`src/rtl/pmc_pkg.sv`:
```
package pmc_pkg;

  typedef enum logic [1:0] {
    RA_SEL = 2'd0,
    RA_CNT = 2'd1,
    RA_OVF = 2'd2
  } reg_addr_e;

  // Qualifier control bits, lowest bit first: usr, os, edge_m, any_src, enable, inv
  typedef struct packed {
    logic inv;
    logic enable;
    logic any_src;
    logic edge_m;
    logic os;
    logic usr;
  } qual_ctl_t;

  localparam int QCTL_W = 6;

endpackage

```
`src/rtl/pmc_evt_select.sv`:
```
module pmc_evt_select #(
  parameter int NUM_CODES = 4,
  parameter int NUM_SUB   = 4,
  parameter int CNT_W     = 3,
  parameter int EVC_W     = 2,
  parameter int SUM_W     = 6
) (
  input  logic [EVC_W-1:0]                   code,
  input  logic [NUM_SUB-1:0]                 umask,
  input  logic                               any_src,
  input  logic [NUM_CODES*NUM_SUB*CNT_W-1:0] loc_evts,
  input  logic [NUM_CODES*NUM_SUB*CNT_W-1:0] rem_evts,
  output logic [SUM_W-1:0]                   evt_sum
);

  logic [SUM_W-1:0] lane_val [NUM_SUB];

  generate
    for (genvar j = 0; j < NUM_SUB; j++) begin : g_lane
      logic [CNT_W-1:0] loc_c;
      logic [CNT_W-1:0] rem_c;
      assign loc_c = loc_evts[(int'(code)*NUM_SUB + j)*CNT_W +: CNT_W];
      assign rem_c = rem_evts[(int'(code)*NUM_SUB + j)*CNT_W +: CNT_W];
      assign lane_val[j] = umask[j]
                         ? (SUM_W'(loc_c) + (any_src ? SUM_W'(rem_c) : '0))
                         : '0;
    end
  endgenerate

  always_comb begin
    evt_sum = '0;
    for (int j = 0; j < NUM_SUB; j++) begin
      evt_sum = evt_sum + lane_val[j];
    end
  end

endmodule

```
`src/rtl/pmc_qualifier.sv`:
```
module pmc_qualifier
  import pmc_pkg::*;
#(
  parameter int SUM_W = 6,
  parameter int THR_W = 8
) (
  input  logic             clk,
  input  logic             rst_n,
  input  logic [SUM_W-1:0] evt_sum,
  input  logic [THR_W-1:0] thr,
  input  qual_ctl_t        ctl,
  input  logic [1:0]       priv_lvl,
  input  logic             clr_hist,
  output logic [SUM_W-1:0] inc
);

  localparam int CMP_W = (SUM_W > THR_W) ? SUM_W : THR_W;

  logic             cond_q, cond_d;
  logic             both_dflt, priv_ok, live, thr_on, ge, cond;
  logic [CMP_W-1:0] sum_x, thr_x;

  always_comb begin
    both_dflt = !ctl.os && !ctl.usr;
    priv_ok   = (priv_lvl == 2'd0) ? (ctl.os || both_dflt) : (ctl.usr || both_dflt);
    live      = ctl.enable && priv_ok;
    sum_x     = CMP_W'(evt_sum);
    thr_x     = CMP_W'(thr);
    thr_on    = (thr_x != '0);
    ge        = (sum_x >= thr_x);
    cond      = live && (thr_on ? (ge ^ ctl.inv) : (evt_sum != '0));
    if (!live) begin
      inc = '0;
    end else if (ctl.edge_m) begin
      inc = SUM_W'(cond && !cond_q);
    end else if (thr_on) begin
      inc = SUM_W'(cond);
    end else begin
      inc = evt_sum;
    end
    cond_d = clr_hist ? 1'b0 : cond;
  end

  always_ff @(posedge clk or negedge rst_n) begin
    if (!rst_n) begin
      cond_q <= 1'b0;
    end else begin
      cond_q <= cond_d;
    end
  end

endmodule

```
`src/rtl/pmc_accum.sv`:
```
module pmc_accum #(
  parameter int CTR_W = 40,
  parameter int INC_W = 6
) (
  input  logic             clk,
  input  logic             rst_n,
  input  logic [INC_W-1:0] inc,
  input  logic             ld_en,
  input  logic [CTR_W-1:0] ld_val,
  input  logic             ovf_clr,
  output logic [CTR_W-1:0] cnt_q,
  output logic             ovf_q
);

  logic [CTR_W:0]   sum_ext;
  logic [CTR_W-1:0] cnt_d;
  logic             cnt_ce, carry, ovf_d;

  always_comb begin
    sum_ext = {1'b0, cnt_q} + (CTR_W+1)'(inc);
    cnt_ce  = ld_en || (inc != '0);
    cnt_d   = ld_en ? ld_val : sum_ext[CTR_W-1:0];
    carry   = !ld_en && sum_ext[CTR_W];
    if (carry) begin
      ovf_d = 1'b1;
    end else if (ovf_clr) begin
      ovf_d = 1'b0;
    end else begin
      ovf_d = ovf_q;
    end
  end

  always_ff @(posedge clk or negedge rst_n) begin
    if (!rst_n) begin
      cnt_q <= '0;
      ovf_q <= 1'b0;
    end else begin
      if (cnt_ce) begin
        cnt_q <= cnt_d;
      end
      ovf_q <= ovf_d;
    end
  end

endmodule

```
`src/rtl/qual_evt_counter.sv`:
```
module qual_evt_counter
  import pmc_pkg::*;
#(
  parameter int NUM_CODES = 4,
  parameter int NUM_SUB   = 4,
  parameter int CNT_W     = 3,
  parameter int THR_W     = 8,
  parameter int CTR_W     = 40,
  localparam int EVC_W    = (NUM_CODES > 1) ? $clog2(NUM_CODES) : 1,
  localparam int EVT_W    = NUM_CODES * NUM_SUB * CNT_W
) (
  input  logic             clk,
  input  logic             rst_n,
  input  logic [EVT_W-1:0] evt_local,
  input  logic [EVT_W-1:0] evt_remote,
  input  logic [1:0]       priv_lvl,
  input  logic             reg_we,
  input  logic [1:0]       reg_addr,
  input  logic [CTR_W-1:0] reg_wdata,
  output logic [CTR_W-1:0] reg_rdata,
  output logic             irq
);

  localparam int UM_LSB = EVC_W;
  localparam int QC_LSB = UM_LSB + NUM_SUB;
  localparam int TH_LSB = QC_LSB + QCTL_W;
  localparam int SEL_W  = TH_LSB + THR_W;
  localparam int SUM_W  = CNT_W + 1 + ((NUM_SUB > 1) ? $clog2(NUM_SUB) : 1);

  logic [SEL_W-1:0] sel_q, sel_d;
  logic             sel_we, cnt_we, ovf_we;
  qual_ctl_t        ctl;
  logic [SUM_W-1:0] evt_sum, inc;
  logic [CTR_W-1:0] cnt_q;
  logic             ovf_q;

  always_comb begin
    sel_we = reg_we && (reg_addr == RA_SEL);
    cnt_we = reg_we && (reg_addr == RA_CNT);
    ovf_we = reg_we && (reg_addr == RA_OVF);
    sel_d  = sel_we ? reg_wdata[SEL_W-1:0] : sel_q;
    ctl    = qual_ctl_t'(sel_q[QC_LSB +: QCTL_W]);
  end

  always_ff @(posedge clk or negedge rst_n) begin
    if (!rst_n) begin
      sel_q <= '0;
    end else if (sel_we) begin
      sel_q <= sel_d;
    end
  end

  pmc_evt_select #(
    .NUM_CODES(NUM_CODES), .NUM_SUB(NUM_SUB), .CNT_W(CNT_W),
    .EVC_W(EVC_W), .SUM_W(SUM_W)
  ) u_sel (
    .code     (sel_q[EVC_W-1:0]),
    .umask    (sel_q[UM_LSB +: NUM_SUB]),
    .any_src  (ctl.any_src),
    .loc_evts (evt_local),
    .rem_evts (evt_remote),
    .evt_sum  (evt_sum)
  );

  pmc_qualifier #(.SUM_W(SUM_W), .THR_W(THR_W)) u_qual (
    .clk      (clk),
    .rst_n    (rst_n),
    .evt_sum  (evt_sum),
    .thr      (sel_q[TH_LSB +: THR_W]),
    .ctl      (ctl),
    .priv_lvl (priv_lvl),
    .clr_hist (sel_we),
    .inc      (inc)
  );

  pmc_accum #(.CTR_W(CTR_W), .INC_W(SUM_W)) u_acc (
    .clk     (clk),
    .rst_n   (rst_n),
    .inc     (inc),
    .ld_en   (cnt_we),
    .ld_val  (reg_wdata),
    .ovf_clr (ovf_we),
    .cnt_q   (cnt_q),
    .ovf_q   (ovf_q)
  );

  always_comb begin
    case (reg_addr)
      RA_SEL:  reg_rdata = CTR_W'(sel_q);
      RA_CNT:  reg_rdata = cnt_q;
      RA_OVF:  reg_rdata = CTR_W'(ovf_q);
      default: reg_rdata = '0;
    endcase
  end

  assign irq = ovf_q;

endmodule

```
`config.mk`:
```
export PLATFORM = sky130hd
export DESIGN_NAME = qual_evt_counter
export DESIGN_NICKNAME = d
export VERILOG_FILES = /design/src/rtl/pmc_pkg.sv /design/src/rtl/pmc_evt_select.sv /design/src/rtl/pmc_qualifier.sv /design/src/rtl/pmc_accum.sv /design/src/rtl/qual_evt_counter.sv
export SDC_FILE = /design/constraint.sdc
export NUM_CORES = 1
export LEC_CHECK = 0
export CORE_MARGIN = 2
export CORE_UTILIZATION = 45
export DETAILED_ROUTE_END_ITERATION = 10
export GPL_TIMING_DRIVEN = 0
export PLACE_DENSITY_LB_ADDON = 0.15
export REMOVE_ABC_BUFFERS = 1
export SKIP_LAST_GASP = 1
export SLEW_MARGIN = 20
export SYNTH_ARGS = -nofsm -noshare
export SYNTH_HDL_FRONTEND = slang
export SYNTH_SLANG_ARGS = --single-unit
```
`constraint.sdc`:
```
create_clock -name clk -period 8.78 [get_ports clk]
set_input_delay 1.756 -clock clk [delete_from_list [all_inputs] [get_ports clk]]
set_output_delay 1.756 -clock clk [all_outputs]
set_load 0.1 [all_outputs]
```
; ---- After elaboration in Yosys (flattened, before gate mapping)
; Cells that the tools add are included.
[op_classes]
n_shift = 8
multipliers = 4
n_eq_ne = 2
muxes = 18
bitwise_logic = 1
addsub = 11
reduce_logical = 21
n_lt_le_gt_ge = 1
[ops]
columns = operator, count
row1 = variable part select 48 x 32 -> 3 bit, 8
row2 = case mux 40 bit (3 select lines), 1
row3 = "multiplier 32 x 3 -> 32 bit, second input constant", 3
row4 = two-way mux 6 bit, 7
row5 = adder 40 x 6 -> 41 bit, 1
row6 = two-way mux 40 bit, 1
row7 = adder 3 x 6 -> 6 bit, 4
row8 = adder 6 bit, 3
row9 = two-way mux 3 bit, 4
row10 = nonzero test 6 bit, 2
row11 = "adder 4 x 2 -> 5 bit, second input constant", 2
row12 = greater-or-equal comparator 6 x 8 -> 1 bit, 1
row13 = logical AND 1 bit, 8
row14 = nonzero test 8 bit, 1
row15 = "adder 4 x 1 -> 5 bit, second input constant", 1
row16 = two-way mux 1 bit, 5
row17 = logical NOT 1 bit, 4
row18 = logical NOT 2 bit, 2
row19 = "multiplier 2 x 2 -> 4 bit, second input constant", 1
row20 = logical OR 1 bit, 3
row21 = "equality test 2 x 1 -> 1 bit, second input constant", 1
row22 = "equality test 2 bit, second input constant", 1
row23 = nonzero test 2 bit, 1
row24 = XOR 1 bit, 1
[totals]
reg_bits = 62
in_bits = 143
elab_cells = 70
output_inout_bits = 41

; ---- Logic depth before layout (Yosys ltp)
[depth]
word_depth = 19
depth_mapped = 42

; ---- Hierarchy
; Synthesis repeated with hierarchy kept, for this count alone.
[unflattened]
hier_cells = 593
area_unflattened_um2 = 5739.3
[by_module_without_submodules]
columns = module, area_per_inst_um2, cells_each, instances, seq_area_each_um2
row1 = pmc_accum, 2686.3, 297, 1, 1026.0
row2 = pmc_evt_select, 1437.6, 132, 1, 0.0
row3 = qual_evt_counter, 1233.7, 114, 1, 500.5
row4 = pmc_qualifier, 381.6, 50, 1, 25.0

; ---- Worst setup path before layout
; Ideal clock, no wire load.
[synth_path]
path_type = flip-flop to flip-flop
from = register sel_q[0]
to = register u_acc.cnt_q[6]
setup_slack_ps = -617
path_buffers = 9
t_arrival_ps = 9256
period_less_slack_ps = 9397
t_required_ps = 8639
setup_time_ps = 141
stages_incl_launch_ff = 38
path_cell_list = dfrtp_1 > buf_2 > buf_1 > clkbuf_1 > buf_1 > inv_1 > ha_1 > clkbuf_1 > buf_1 > clkbuf_1 > mux4_2 > inv_1 > o22ai_1 > ha_1 > inv_1 > fa_1 > nor2b_1 > fa_1 > [2 not listed] > inv_1 > ha_1 > fa_1 > or2_2 > a2111oi_0 > nand2_1 > a2bb2oi_1 > and3_1 > ha_1 > fa_1 > a21o_1 > a21o_1 > a211o_1 > clkbuf_1 > clkbuf_1 > o21ai_0 > or3_1 > a31oi_1
[synth_via]
elab_chain_len = 18
[synth_lines]
columns = item, line
row1 = "start, declared", qual_evt_counter.sv:30  ; logic [SEL_W-1:0] sel_q, sel_d;
row2 = "start signal, assigned", qual_evt_counter.sv:49  ; sel_q <= sel_d;
row3 = adder 4 x 1 -> 5 bit, "pmc_evt_select.sv:22, pmc_evt_select.sv:23"
row4 = multiplier 32 x 3 -> 32 bit, "pmc_evt_select.sv:22, pmc_evt_select.sv:23"
row5 = variable part select 48 x 32 -> 3 bit, pmc_evt_select.sv:23  ; assign rem_c = rem_evts[(int'(code)*NUM_SUB + j)*CNT_W +: CNT_W];
row6 = two-way mux 3 bit, pmc_evt_select.sv:25  ; ? (SUM_W'(loc_c) + (any_src ? SUM_W'(rem_c) : '0))
row7 = adder 3 x 6 -> 6 bit, pmc_evt_select.sv:25
row8 = two-way mux 6 bit, pmc_evt_select.sv:25
row9 = adder 6 bit (2 in a row), pmc_evt_select.sv:33  ; evt_sum = evt_sum + lane_val[j];
row10 = adder 6 bit (*), pmc_evt_select.sv:33
row11 = greater-or-equal comparator 6 x 8 -> 1 bit, pmc_qualifier.sv:30  ; ge = (sum_x >= thr_x);
row12 = XOR 1 bit, pmc_qualifier.sv:31  ; cond = live && (thr_on ? (ge ^ ctl.inv) : (evt_sum != '0));
row13 = two-way mux 1 bit, pmc_qualifier.sv:31
row14 = logical AND 1 bit, pmc_qualifier.sv:31
row15 = two-way mux 6 bit / logical AND 1 bit (equally long branches), "pmc_qualifier.sv:36, pmc_qualifier.sv:35"
row16 = two-way mux 6 bit (*), pmc_qualifier.sv:34  ; end else if (ctl.edge_m) begin
row17 = two-way mux 6 bit (*), pmc_qualifier.sv:32  ; if (!live) begin
row18 = adder 40 x 6 -> 41 bit / nonzero test 6 bit (equally long branches), "pmc_accum.sv:20, pmc_accum.sv:21"
row19 = two-way mux 40 bit / logical OR 1 bit (equally long branches), "pmc_accum.sv:22, pmc_accum.sv:21"
row20 = "end signal, assigned", pmc_accum.sv:39  ; cnt_q <= cnt_d;
row21 = "end, declared", pmc_accum.sv:11  ; output logic [CTR_W-1:0] cnt_q,
; Mark *: on every way between the ends. The rest lies on a longest branch, timed or not.
; A chain may end at the register's enable or synchronous reset.

; ---- Worst setup path in the final report
[layout_path]
from = input port evt_remote[11]
to = register u_acc.cnt_q[34]
[layout_via]
elab_chain_len = 16
[layout_lines]
columns = item, line
row1 = "start, declared", qual_evt_counter.sv:15  ; input logic [EVT_W-1:0] evt_remote,
row2 = variable part select 48 x 32 -> 3 bit, pmc_evt_select.sv:23
row3 = two-way mux 3 bit, pmc_evt_select.sv:25
row4 = adder 3 x 6 -> 6 bit, pmc_evt_select.sv:25
row5 = two-way mux 6 bit, pmc_evt_select.sv:25
row6 = adder 6 bit (2 in a row), pmc_evt_select.sv:33
row7 = adder 6 bit (*), pmc_evt_select.sv:33
row8 = greater-or-equal comparator 6 x 8 -> 1 bit, pmc_qualifier.sv:30
row9 = XOR 1 bit, pmc_qualifier.sv:31
row10 = two-way mux 1 bit, pmc_qualifier.sv:31
row11 = logical AND 1 bit, pmc_qualifier.sv:31
row12 = two-way mux 6 bit / logical AND 1 bit (equally long branches), "pmc_qualifier.sv:36, pmc_qualifier.sv:35"
row13 = two-way mux 6 bit (*), pmc_qualifier.sv:34
row14 = two-way mux 6 bit (*), pmc_qualifier.sv:32
row15 = adder 40 x 6 -> 41 bit / nonzero test 6 bit (equally long branches), "pmc_accum.sv:20, pmc_accum.sv:21"
row16 = two-way mux 40 bit / logical OR 1 bit (equally long branches), "pmc_accum.sv:22, pmc_accum.sv:21"
; Marked as above.

==> reports/qor.txt <==
count of clock tree sinks: 62
Max H-tree Level: 3
top area cells in the synthesized netlist: sky130_fd_sc_hd__dfrtp_1, sky130_fd_sc_hd__mux4_2, sky130_fd_sc_hd__mux2i_1
reg2reg setup slack: 0.46 ns
fraction of the cycle the final worst path needs: 97.5%
Max stage delay on crit path: 0.55 ns
asr flop ratio synth: 100%
Die Span X: 124 µm
worst setup path category: input pin to register
detail-routed via count per cell: 5.90
type of the worst min-delay path: register to register
antenna violations before repair: 0
status: complete, no violations
post-synthesis sequential element count: 62
endpoint required time on the critical path: 8.96 ns
aggregate routed wire length: 19400 µm
hold-fix buffers at CTS: 0
share of post-route cells with drive strength above 1: 14.6%
final setup vio count: 0
remaining antenna violation count: 0
total via count after detailed routing: 6390
Chip Height: 124 µm
startpoint types: input pin
clk_skew: 0.00674 ns
global-route total usage across every layer: 24.1%
Post-route DRC: 0
r2r startpoint: sel_q[1]$_DFFE_PN0P_
Most used DFF post-synth: sky130_fd_sc_hd__dfrtp_1
power per standard cell area: 240 nW/µm²
post-CTS clock slew at the launch and capture registers of the worst setup and hold paths: 0.06 ns
clock tree buffer depth: 2
cell count of the worst reg-to-reg path: 34
Yosys warning total: 0
normalized max-slew margin: 32.1%
hold violation total from the final report: 0
Post-Syn Instances: 734
data arrival time of the worst path: 8.73 ns
maximum number of pins on one net before global-route repair: 73
final core utilization: 65.1%
placeable core area: 14000 µm²
cell depth of the worst hold path: 2
hold_ws: 0.536 ns
Detail Placement HPWL: 14500 µm
average wire per standard cell: 17.9 µm
multi-input gate area in the final layout: 4760 µm²
sequential cell area: 1560 µm²
slowest CP cell: sky130_fd_sc_hd__fa_1
count of inserted antenna diode cells: 0
highest clock rate: 0.117 GHz
vias in the first global route: 6307
latest clock arrival within the worst-skew pair: 0.33 ns
max-cap viol count: 0
slew at the pin with the worst max-slew slack: 1.02 ns
largest area contributor in the netlist: sky130_fd_sc_hd__dfrtp_1
most common cell after layout, fill and taps aside: sky130_fd_sc_hd__clkdlybuf4s50_1
final-stage net count: 1087
CTS buffer count: 9
post-route minimum period: 8.56 ns
number of optimization iterations in the first detailed-route pass: 5
hold path startpoint: u_acc.ovf_q$_DFFE_PN0P_
gp weighted congestion: 0.851
Boundary Pins: 184
global-route wire length before repair: 30900 µm
part of the Yosys area used for sequential elements: 23.8%
critical path's top delay family: adder cells
Max Slew Vio Count: 0
share of the synthesized area in the top cell type: 23.8%
Port Buf Inserts: 183
worst-case vdd ir drop: 0.000156 V
worst min-delay path endpoint: u_acc.ovf_q$_DFFE_PN0P_
reg-to-reg critical path endpoint: u_acc.cnt_q[34]$_DFFE_PN0P_
Mapped Area: 6510 µm²
number of inserted filler cells in the final layout: 1131
Worst setup EP type: register
CTS Root Cell: sky130_fd_sc_hd__clkbuf_16
Critical Path Fanout Max: 4
Rows: 43
total grt overflow: 0
Synth cell types: 49
per-instance average area after synthesis: 8.87 µm²
growth of design area from synthesis to finish: 39.9%
drt first-iter violations: 405
TritonCTS clock tree: yes
sum of buffers and inverters on the critical path: 6
most frequent cells in the layout: sky130_fd_sc_hd__clkdlybuf4s50_1, sky130_fd_sc_hd__nor2_1, sky130_fd_sc_hd__dfrtp_1
area of the die: 15500 µm²
EDFF count, synth: 0
initial standard-cell utilization of the core: 46.6%
leakage power: 3.73 nW
-- sequential cells by signal, summed over array words and instances, names as in the netlist --
signal,cells
sel_q,20
u_acc.ovf_q,1
u_qual.cond_q,1
u_acc.cnt_q,40
-- what timing repair did --
action | 4_1_cts | 5_1_grt
setup endpoints to repair | 35 | 36
buffers inserted | 3 | 11
gates cloned | 0 | 2
gates resized for setup | 5 | 30
pin swaps | 1 | 20
-- cell usage after synthesis (14+ instances only) --
library cell / n
sky130_fd_sc_hd__nand3_1: 20
sky130_fd_sc_hd__clkbuf_1: 35
sky130_fd_sc_hd__and3_1: 14
sky130_fd_sc_hd__a21oi_1: 18
sky130_fd_sc_hd__a31oi_1: 39
sky130_fd_sc_hd__ha_1: 33
sky130_fd_sc_hd__and2_1: 33
sky130_fd_sc_hd__nand2_1: 39
sky130_fd_sc_hd__inv_1: 43
sky130_fd_sc_hd__o21ai_0: 51
sky130_fd_sc_hd__nor2_1: 76
sky130_fd_sc_hd__mux2_2: 19
sky130_fd_sc_hd__mux4_2: 39
sky130_fd_sc_hd__dfrtp_1: 62
sky130_fd_sc_hd__mux2i_1: 48
sky130_fd_sc_hd__or3_1: 31
-- worst max-delay path by stage --
stage                         startpoint                     endpoint  cells after the start
finish                    evt_remote[11]  u_acc.cnt_q[34]$_DFFE_PN0P_                     33
global route              evt_remote[11]  u_acc.cnt_q[34]$_DFFE_PN0P_                     33
CTS                       evt_remote[13]      u_acc.ovf_q$_DFFE_PN0P_                     34
detailed placement        evt_remote[13]  u_acc.cnt_q[39]$_DFFE_PN0P_                     33
global placement    sel_q[0]$_DFFE_PN0P_  u_acc.cnt_q[26]$_DFFE_PN0P_                     23
floorplan           sel_q[0]$_DFFE_PN0P_  u_acc.cnt_q[11]$_DFFE_PN0P_                     23
-- layer usage --
| layer | vias up | wire length [µm] | share of wire [%] | track usage [%] |
|---|---|---|---|---|
| li1 | 3026 | - | - | - |
| met1 | 3122 | 8440 | 43 | 31.7 |
| met2 | 225 | 9620 | 50 | 42.1 |
| met3 | 17 | 1200 | 6.2 | 4.77 |
| met4 | 0 | 177 | 0.91 | 3.70 |
| met5 | - | 0 | 0 | 0 |
-- final cells by class --
class                   instances  area share [%]
multi-input cells             577            52.3
repair buffers                205            22.9
flip-flops and latches         62            17.1
clock buffers                  12            2.71
well taps                     180            2.47
inverters                      43            1.77
clock inverters                 4           0.769
-- cell families after synthesis --
group	synth area share (%)
xor gates and xnor gates	1.34
buffers and inverters	5.84
DFF	23.8
muxes	24.1
and+or+nand+nor	21.2
AOI/OAI and AO/OA	13.3
adders and majority gates	10.3
-- report_power, final --
part	internal, mW	switching (mW)
Combinational	0.618	0.764
Sequential	0.345	0.0728
Clock	0.255	0.127
-- per-stage QoR --
| step | setup TNS [ns] | instances | area, µm² | setup slack (ns) | power, mW |
|---|---|---|---|---|---|
| floorplan | -83.93 | 680 | 6290 | -2.09 | 1.34 |
| global placement | -189.51 | 1043 | 8350 | -4.71 | 1.64 |
| detailed placement | -16.75 | 1051 | 8530 | -0.685 | 1.70 |
| CTS | 0 | 1070 | 8890 | 0.0349 | 2.10 |
| global route | -0.671 | 1083 | 9110 | -0.0681 | 2.35 |
| finish | 0 | 1083 | 9110 | 0.223 | 2.18 |
-- worst register-to-register path, delay by kind of cell (launching register included) --
family	cells	cell delay (ns)
AO/OA/AOI/OAI	10	1.75
AND/OR/NAND/NOR	6	0.88
adder cells (fa/ha/maj)	10	3.63
buffers and inverters	7	0.96
flip-flops	1	0.80
multiplexers	1	0.14
Note: power is estimated with default switching activity, not from simulation.
